===== src/rtl/vc_pkg.sv =====
// Shared types for the victim line buffer.
// Assumes nothing beyond being compiled before the modules that import it.
package vc_pkg;

    // Single state-changing action the buffer carries out at one clock edge.
    typedef enum logic [1:0] {
        OP_IDLE      = 2'd0,
        OP_INSERT    = 2'd1,
        OP_SWAP_FILL = 2'd2,
        OP_SWAP_DROP = 2'd3
    } vc_op_e;

endpackage


===== src/rtl/vc_store.sv =====
// Entry storage: valid bit, block address and line data for each entry.
// Assumes that a write and a clear never target the same entry in one cycle.
module vc_store #(
    parameter int ENTRIES = 4,
    parameter int BLK_W   = 27,
    parameter int LINE_W  = 256,
    parameter int IDX_W   = 2
) (
    input  logic                             clk,
    input  logic                             rst_n,
    input  logic                             wr_en,
    input  logic [IDX_W-1:0]                 wr_idx,
    input  logic [BLK_W-1:0]                 wr_blk,
    input  logic [LINE_W-1:0]                wr_line,
    input  logic                             clr_en,
    input  logic [IDX_W-1:0]                 clr_idx,
    output logic [ENTRIES-1:0]               valid_o,
    output logic [ENTRIES-1:0][BLK_W-1:0]    blk_o,
    output logic [ENTRIES-1:0][LINE_W-1:0]   line_o
);

    logic [ENTRIES-1:0]             valid_q;
    logic [ENTRIES-1:0][BLK_W-1:0]  blk_q;
    logic [ENTRIES-1:0][LINE_W-1:0] line_q;

    // Valid bits: set by a write, cleared by a drop, all cleared by reset.
    always_ff @(posedge clk) begin
        if (!rst_n) begin
            valid_q <= '0;
        end else begin
            for (int e = 0; e < ENTRIES; e++) begin
                if (wr_en && wr_idx == IDX_W'(e)) begin
                    valid_q[e] <= 1'b1;
                end else if (clr_en && clr_idx == IDX_W'(e)) begin
                    valid_q[e] <= 1'b0;
                end
            end
        end
    end

    // Address and data payload of each entry, loaded on a write.
    always_ff @(posedge clk) begin
        if (!rst_n) begin
            blk_q  <= '0;
            line_q <= '0;
        end else begin
            for (int e = 0; e < ENTRIES; e++) begin
                if (wr_en && wr_idx == IDX_W'(e)) begin
                    blk_q[e]  <= wr_blk;
                    line_q[e] <= wr_line;
                end
            end
        end
    end

    assign valid_o = valid_q;
    assign blk_o   = blk_q;
    assign line_o  = line_q;

endmodule


===== src/rtl/vc_match.sv =====
// Parallel search: one comparator per entry on the full block address,
// followed by an AND-OR selection of the line held by the matching entry.
// Assumes that at most one valid entry holds a given block address.
module vc_match #(
    parameter int ENTRIES = 4,
    parameter int BLK_W   = 27,
    parameter int LINE_W  = 256,
    parameter int IDX_W   = 2
) (
    input  logic                             req,
    input  logic [BLK_W-1:0]                 key,
    input  logic [ENTRIES-1:0]               valid_i,
    input  logic [ENTRIES-1:0][BLK_W-1:0]    blk_i,
    input  logic [ENTRIES-1:0][LINE_W-1:0]   line_i,
    output logic [ENTRIES-1:0]               hit_vec_o,
    output logic                             hit_o,
    output logic [IDX_W-1:0]                 hit_idx_o,
    output logic [LINE_W-1:0]                line_o
);

    // One comparator for each entry.
    for (genvar g = 0; g < ENTRIES; g++) begin : g_cmp
        assign hit_vec_o[g] = req && valid_i[g] && (blk_i[g] == key);
    end

    assign hit_o = |hit_vec_o;

    // Encode the matching entry into an index.
    always_comb begin
        hit_idx_o = '0;
        for (int e = 0; e < ENTRIES; e++) begin
            if (hit_vec_o[e]) hit_idx_o = IDX_W'(e);
        end
    end

    // AND-OR line selection; the result is zero when nothing matches.
    always_comb begin
        line_o = '0;
        for (int e = 0; e < ENTRIES; e++) begin
            if (hit_vec_o[e]) line_o = line_o | line_i[e];
        end
    end

endmodule


===== src/rtl/vc_age.sv =====
// Replacement order: each entry carries a rank, 0 for the newest write and
// ENTRIES-1 for the oldest. The ranks always form a permutation. A write
// moves an entry to rank 0, and a drop moves it to the oldest rank. The slot
// chosen for a new insertion is the lowest free entry, or the oldest entry
// when none is free. Assumes touch and demote are never asserted together.
module vc_age #(
    parameter int ENTRIES = 4,
    parameter int IDX_W   = 2
) (
    input  logic               clk,
    input  logic               rst_n,
    input  logic               touch_en,
    input  logic [IDX_W-1:0]   touch_idx,
    input  logic               demote_en,
    input  logic [IDX_W-1:0]   demote_idx,
    input  logic [ENTRIES-1:0] valid_i,
    output logic [IDX_W-1:0]   vic_idx_o
);

    localparam logic [IDX_W-1:0] OLDEST = IDX_W'(ENTRIES - 1);

    logic [ENTRIES-1:0][IDX_W-1:0] age_q;
    logic                          free_found;

    // Rank update: reset gives distinct ranks, a touch promotes, a demote retires.
    always_ff @(posedge clk) begin
        if (!rst_n) begin
            for (int e = 0; e < ENTRIES; e++) age_q[e] <= IDX_W'(e);
        end else if (touch_en) begin
            for (int e = 0; e < ENTRIES; e++) begin
                if (IDX_W'(e) == touch_idx) begin
                    age_q[e] <= '0;
                end else if (age_q[e] < age_q[touch_idx]) begin
                    age_q[e] <= age_q[e] + 1'b1;
                end
            end
        end else if (demote_en) begin
            for (int e = 0; e < ENTRIES; e++) begin
                if (IDX_W'(e) == demote_idx) begin
                    age_q[e] <= OLDEST;
                end else if (age_q[e] > age_q[demote_idx]) begin
                    age_q[e] <= age_q[e] - 1'b1;
                end
            end
        end
    end

    // Slot choice: lowest free entry first, otherwise the oldest rank.
    always_comb begin
        vic_idx_o  = '0;
        free_found = 1'b0;
        for (int e = 0; e < ENTRIES; e++) begin
            if (!free_found && !valid_i[e]) begin
                vic_idx_o  = IDX_W'(e);
                free_found = 1'b1;
            end
        end
        if (!free_found) begin
            for (int e = 0; e < ENTRIES; e++) begin
                if (age_q[e] == OLDEST) vic_idx_o = IDX_W'(e);
            end
        end
    end

endmodule


===== src/rtl/victim_cache.sv =====
// Victim line buffer placed beside a direct-mapped cache. Lines evicted from
// the cache are inserted here. After a main-cache miss, a lookup searches
// every entry in parallel by full block address. On a hit the line is
// returned in the same cycle, and a swap replaces it with the line the cache
// displaces, or frees the entry when the cache has no line to give up.
// Assumes: insert and lookup never overlap, sw_en only with a lookup hit,
// and no block address is inserted while it is already held.
module victim_cache #(
    parameter int ADDR_W     = 32,
    parameter int LINE_BYTES = 32,
    parameter int ENTRIES    = 4,
    localparam int OFFSET_W  = $clog2(LINE_BYTES),
    localparam int BLK_W     = ADDR_W - OFFSET_W,
    localparam int LINE_W    = LINE_BYTES * 8
) (
    input  logic              clk,
    input  logic              rst_n,
    input  logic              ins_valid,
    input  logic [BLK_W-1:0]  ins_blk,
    input  logic [LINE_W-1:0] ins_line,
    input  logic              lk_valid,
    input  logic [BLK_W-1:0]  lk_blk,
    output logic              lk_hit,
    output logic [LINE_W-1:0] lk_line,
    input  logic              sw_en,
    input  logic              sw_fill,
    input  logic [BLK_W-1:0]  sw_blk,
    input  logic [LINE_W-1:0] sw_line
);

    import vc_pkg::*;

    localparam int IDX_W = (ENTRIES > 1) ? $clog2(ENTRIES) : 1;

    logic [ENTRIES-1:0]             entry_valid;
    logic [ENTRIES-1:0][BLK_W-1:0]  entry_blk;
    logic [ENTRIES-1:0][LINE_W-1:0] entry_line;
    logic [ENTRIES-1:0]             match_vec;
    logic [IDX_W-1:0]               match_idx;
    logic [IDX_W-1:0]               vic_idx;
    vc_op_e                         op;

    logic              wr_en;
    logic [IDX_W-1:0]  wr_idx;
    logic [BLK_W-1:0]  wr_blk;
    logic [LINE_W-1:0] wr_line;
    logic              drop_en;

    // Parallel tag search over all entries.
    vc_match #(
        .ENTRIES(ENTRIES), .BLK_W(BLK_W), .LINE_W(LINE_W), .IDX_W(IDX_W)
    ) u_match (
        .req       (lk_valid),
        .key       (lk_blk),
        .valid_i   (entry_valid),
        .blk_i     (entry_blk),
        .line_i    (entry_line),
        .hit_vec_o (match_vec),
        .hit_o     (lk_hit),
        .hit_idx_o (match_idx),
        .line_o    (lk_line)
    );

    // Choose the single action for this edge; insertion takes precedence.
    always_comb begin
        op = OP_IDLE;
        if (ins_valid) begin
            op = OP_INSERT;
        end else if (sw_en && lk_hit) begin
            op = sw_fill ? OP_SWAP_FILL : OP_SWAP_DROP;
        end
    end

    // Route the write port from either the insert or the swap side.
    always_comb begin
        wr_en   = (op == OP_INSERT) || (op == OP_SWAP_FILL);
        drop_en = (op == OP_SWAP_DROP);
        if (op == OP_INSERT) begin
            wr_idx  = vic_idx;
            wr_blk  = ins_blk;
            wr_line = ins_line;
        end else begin
            wr_idx  = match_idx;
            wr_blk  = sw_blk;
            wr_line = sw_line;
        end
    end

    // Entry registers.
    vc_store #(
        .ENTRIES(ENTRIES), .BLK_W(BLK_W), .LINE_W(LINE_W), .IDX_W(IDX_W)
    ) u_store (
        .clk     (clk),
        .rst_n   (rst_n),
        .wr_en   (wr_en),
        .wr_idx  (wr_idx),
        .wr_blk  (wr_blk),
        .wr_line (wr_line),
        .clr_en  (drop_en),
        .clr_idx (match_idx),
        .valid_o (entry_valid),
        .blk_o   (entry_blk),
        .line_o  (entry_line)
    );

    // Replacement order and slot selection.
    vc_age #(
        .ENTRIES(ENTRIES), .IDX_W(IDX_W)
    ) u_age (
        .clk        (clk),
        .rst_n      (rst_n),
        .touch_en   (wr_en),
        .touch_idx  (wr_idx),
        .demote_en  (drop_en),
        .demote_idx (match_idx),
        .valid_i    (entry_valid),
        .vic_idx_o  (vic_idx)
    );

endmodule


===== config.mk =====
export PLATFORM = sky130hd
export DESIGN_NAME = victim_cache
export DESIGN_NICKNAME = d
export VERILOG_FILES = /design/src/rtl/vc_pkg.sv /design/src/rtl/vc_store.sv /design/src/rtl/vc_match.sv /design/src/rtl/vc_age.sv /design/src/rtl/victim_cache.sv
export SDC_FILE = /design/constraint.sdc
export NUM_CORES = 2
export LEC_CHECK = 0
export BUFFER_PORTS_ARGS = -buffer_cell sky130_fd_sc_hd__buf_2
export CAP_MARGIN = 0
export CORE_MARGIN = 5
export CORE_UTILIZATION = 35
export CTS_CLUSTER_DIAMETER = 50
export DETAILED_ROUTE_END_ITERATION = 8
export PLACE_DENSITY_LB_ADDON = 0.2
export RECOVER_POWER = 100
export SLEW_MARGIN = 20
export SYNTH_ARGS = -nofsm -noshare
export SYNTH_HDL_FRONTEND = slang
export SYNTH_SLANG_ARGS = --single-unit

===== constraint.sdc =====
create_clock -name clk -period 4.2 [get_ports clk]
set_clock_uncertainty 0.05 [all_clocks]
set_input_delay 0.63 -clock clk [delete_from_list [all_inputs] [get_ports clk]]
set_output_delay 0.63 -clock clk [all_outputs]
set_load 0.1 [all_outputs]

==> run metrics <==
Max Cap Violations 0; Power Total 26.4 mW; DR vias 44100; initial antenna violation count 4; DR pass1 iterations 6; internal power 19.8 mW; post-route cell area 0.0674 mm²; sequential fraction of the synthesis area 0.475; maximum root-to-sink buffer count 3; synth warn 0; GRT overflow 0; GPL Wtd Cong 0.861; Post-Place Worst Slack -0.276 ns; CTS tree done; Tot GR Track Use 0.220; die area 0.145 mm²; Peak VDD IR 0.000306 V; Buffers on Ports 855; Post-DP HPWL 110 mm; Avg Inst Size Synth 8.99 µm²; DRT iter0 DRCs 3225; H-tree Lvls 4; Ports 856; Die W 381 µm; WL/cell 22.1 µm; drt via density 5.45; CP Max Fanout 7; clk sink count 1144; worst setup margin 0.0651 ns; Final setup viols 0; Area Growth Syn to Fin 39.8%; Synth Instances 5361; fin util 0.491; clk_lat worst skew 0.77 ns; Primary FF master, synth dfxtp_1; Pleak 25.3 nW; post-route insts no fill 8089; first-pass GRT wire length 253 mm; Setup CP Type reg -> reg; DRC 0; Worst-path clk slew 0.06 ns; Net count, final 6790; DIE HEIGHT 381 µm; Relative slew margins 0.389; Antenna Nets Post-Route 0; TritonCTS Buffers 143; Seq cells post-synth 1144; WL final 178 mm; fin crit share 0.984; CP Launch Type flip-flop; Worst-Margin Slew 0.891 ns; final worst path period need 4.13 ns; Sw Pwr 6.62 mW; sw frac 0.251; core area 0.137 mm²; Max Freq 242 MHz; Hold WC Path Type in -> reg; final hold viol count 0; Comb power frac 0.091; largest net degree at the start of global routing 123; PD cells 392 mW/mm²; RR Startpoint u_store.valid_o[1]; Clk pwr share 0.475; CP Capture Type flip-flop; Post-synth EDFFs 0; Std-Cell Rows 136; Hold Crit Start rst_n; WP data required 4.77 ns; Syn Nets 5975; CP Launch Point u_store.valid_o[1]; RSZ-0062 raised after global routing true; clock root cell clkbuf_16; placed inst area 0.0594 mm²; Initial Utilization 0.351; final slew viol count 0; vias in the first global route 41200; sequential share of power 0.434; Synth Cell Area 0.0482 mm²; hold_buf cts 0; Netlist cell types 76; arrival time at the worst endpoint 4.71 ns; dpl cells 7735; Synth async-reset ratio 0; outcome complete, no violations; share of post-route cells with drive strength above 1 0.263
## cells in the final DEF, fill, tap and decap left out, drive strengths merged, types with 7 or more instances in the layout
| cell | netlist | routed |
|---|---|---|
| buf | 143 | 1163 |
| xnor2 | 43 | 43 |
| clkbuf | 388 | 244 |
| nand2 | 275 | 275 |
| xor2 | 68 | 68 |
| dfxtp | 1144 | 1144 |
| clkinv | 0 | 16 |
| a21oi | 20 | 20 |
| bufinv | 0 | 10 |
| nor2 | 1156 | 1156 |
| ha | 15 | 15 |
| inv | 15 | 27 |
| o21ai | 16 | 16 |
| bufbuf | 0 | 8 |
| nand4 | 16 | 16 |
| a211oi | 1138 | 1138 |
| nor4 | 28 | 28 |
| a22oi | 513 | 513 |
| clkinvlp | 0 | 10 |
| mux2i | 283 | 283 |
| nand3 | 8 | 8 |
| and2 | 7 | 7 |
## cell families after synthesis
kind of cell	synth area share
XOR/XNOR	0.0202
AO/OA/AOI/OAI	0.269
AND/OR/NAND/NOR	0.126
adder cells (fa/ha/maj)	0.00389
multiplexers	0.0588
buffers and inverters	0.0475
flip-flops	0.475
## synth_stat cells, drive strengths merged, types with 20 or more instances
cell type | count | share of area
a211oi | 1138 | 0.18
a21oi | 20 | 0.0022
a22oi | 513 | 0.080
buf | 143 | 0.016
clkbuf | 388 | 0.030
dfxtp | 1144 | 0.48
mux2i | 283 | 0.059
nand2 | 275 | 0.021
nor2 | 1156 | 0.090
nor4 | 28 | 0.0039
xnor2 | 43 | 0.0078
xor2 | 68 | 0.012
## final timing paths
path	end	slack, ns	depth (start not counted)
max reg2reg	u_store.line_o[153]	0.07	23
min	u_age.age_q[6]	0.18	2
min reg2reg	u_store.line_o[32]	0.44	2
max	u_store.line_o[153]	0.07	23
## critical path: stages, from the launching register on
cell and delay [ns]:
dfxtp_2 0.41, nand2_1 0.13, nor4_2 0.31, nand4_1 0.18, nor4_4 0.40, buf_6 0.17
buf_4 0.12, nor3_4 0.05, nand2b_4 0.07, nand2_2 0.05, or2_4 0.24, ha_4 0.20
o21ai_4 0.08, buf_6 0.13, inv_1 0.06, and2_1 0.15, or2_4 0.27, and2_4 0.16
buf_12 0.14, buf_6 0.14, clkbuf_16 0.18, buf_6 0.14, nor2_1 0.10, a211oi_1 0.06
## cell type report
type                            count  area, µm²
Sequential cell                  1144      22900
Inverter                           15       63.8
Timing Repair Buffer             1201      13300
Fill cell                       12700      69800
Multi-Input combinational cell   3671      24000
Tap cell                         1794       2240
Clock inverter                     48        658
Antenna cell                        2       5.00
Clock buffer                      214       4180
## power by group through the flow
stage	Combinational, mW	Clock (mW)	Sequential [mW]
6_report	2.41	12.5	11.4
5_1_grt	2.62	13.2	11.5
4_1_cts	2.16	12.8	11.4
3_5_place_dp	2.15	0	11.7
3_3_place_gp	2.12	0	11.7
2_1_floorplan	1.31	0	11.6
## metrics by stage
step | hold slack [ns] | TNS (ns)
2_1_floorplan | 0.428 | 0
3_3_place_gp | 0.434 | -170.40
3_5_place_dp | 0.440 | -169.92
4_1_cts | 0.0975 | -0.0125
5_1_grt | 0.134 | -5.61
6_report | 0.177 | 0
## sequential cells by signal, indices dropped and copies added, names as in the netlist
name / flops
u_store.blk_o: 108
u_store.line_o: 1024
u_store.valid_o: 4
u_age.age_q: 8
## layer usage
layer	global-route usage	share of wire	vias to the layer above
met2	0.363	0.48	1477
met5	0	0	-
met4	0.0658	0.027	0
met3	0.0473	0.064	238
li1	-	-	21400
met1	0.291	0.43	21000
## repair_timing
action,CTS,global route
setup endpoints to repair,242,1085
gates cloned,17,38
buffers inserted,7,28
resized for setup,52,258
pin swaps,4,20
Power figures use the tool's default switching activity.
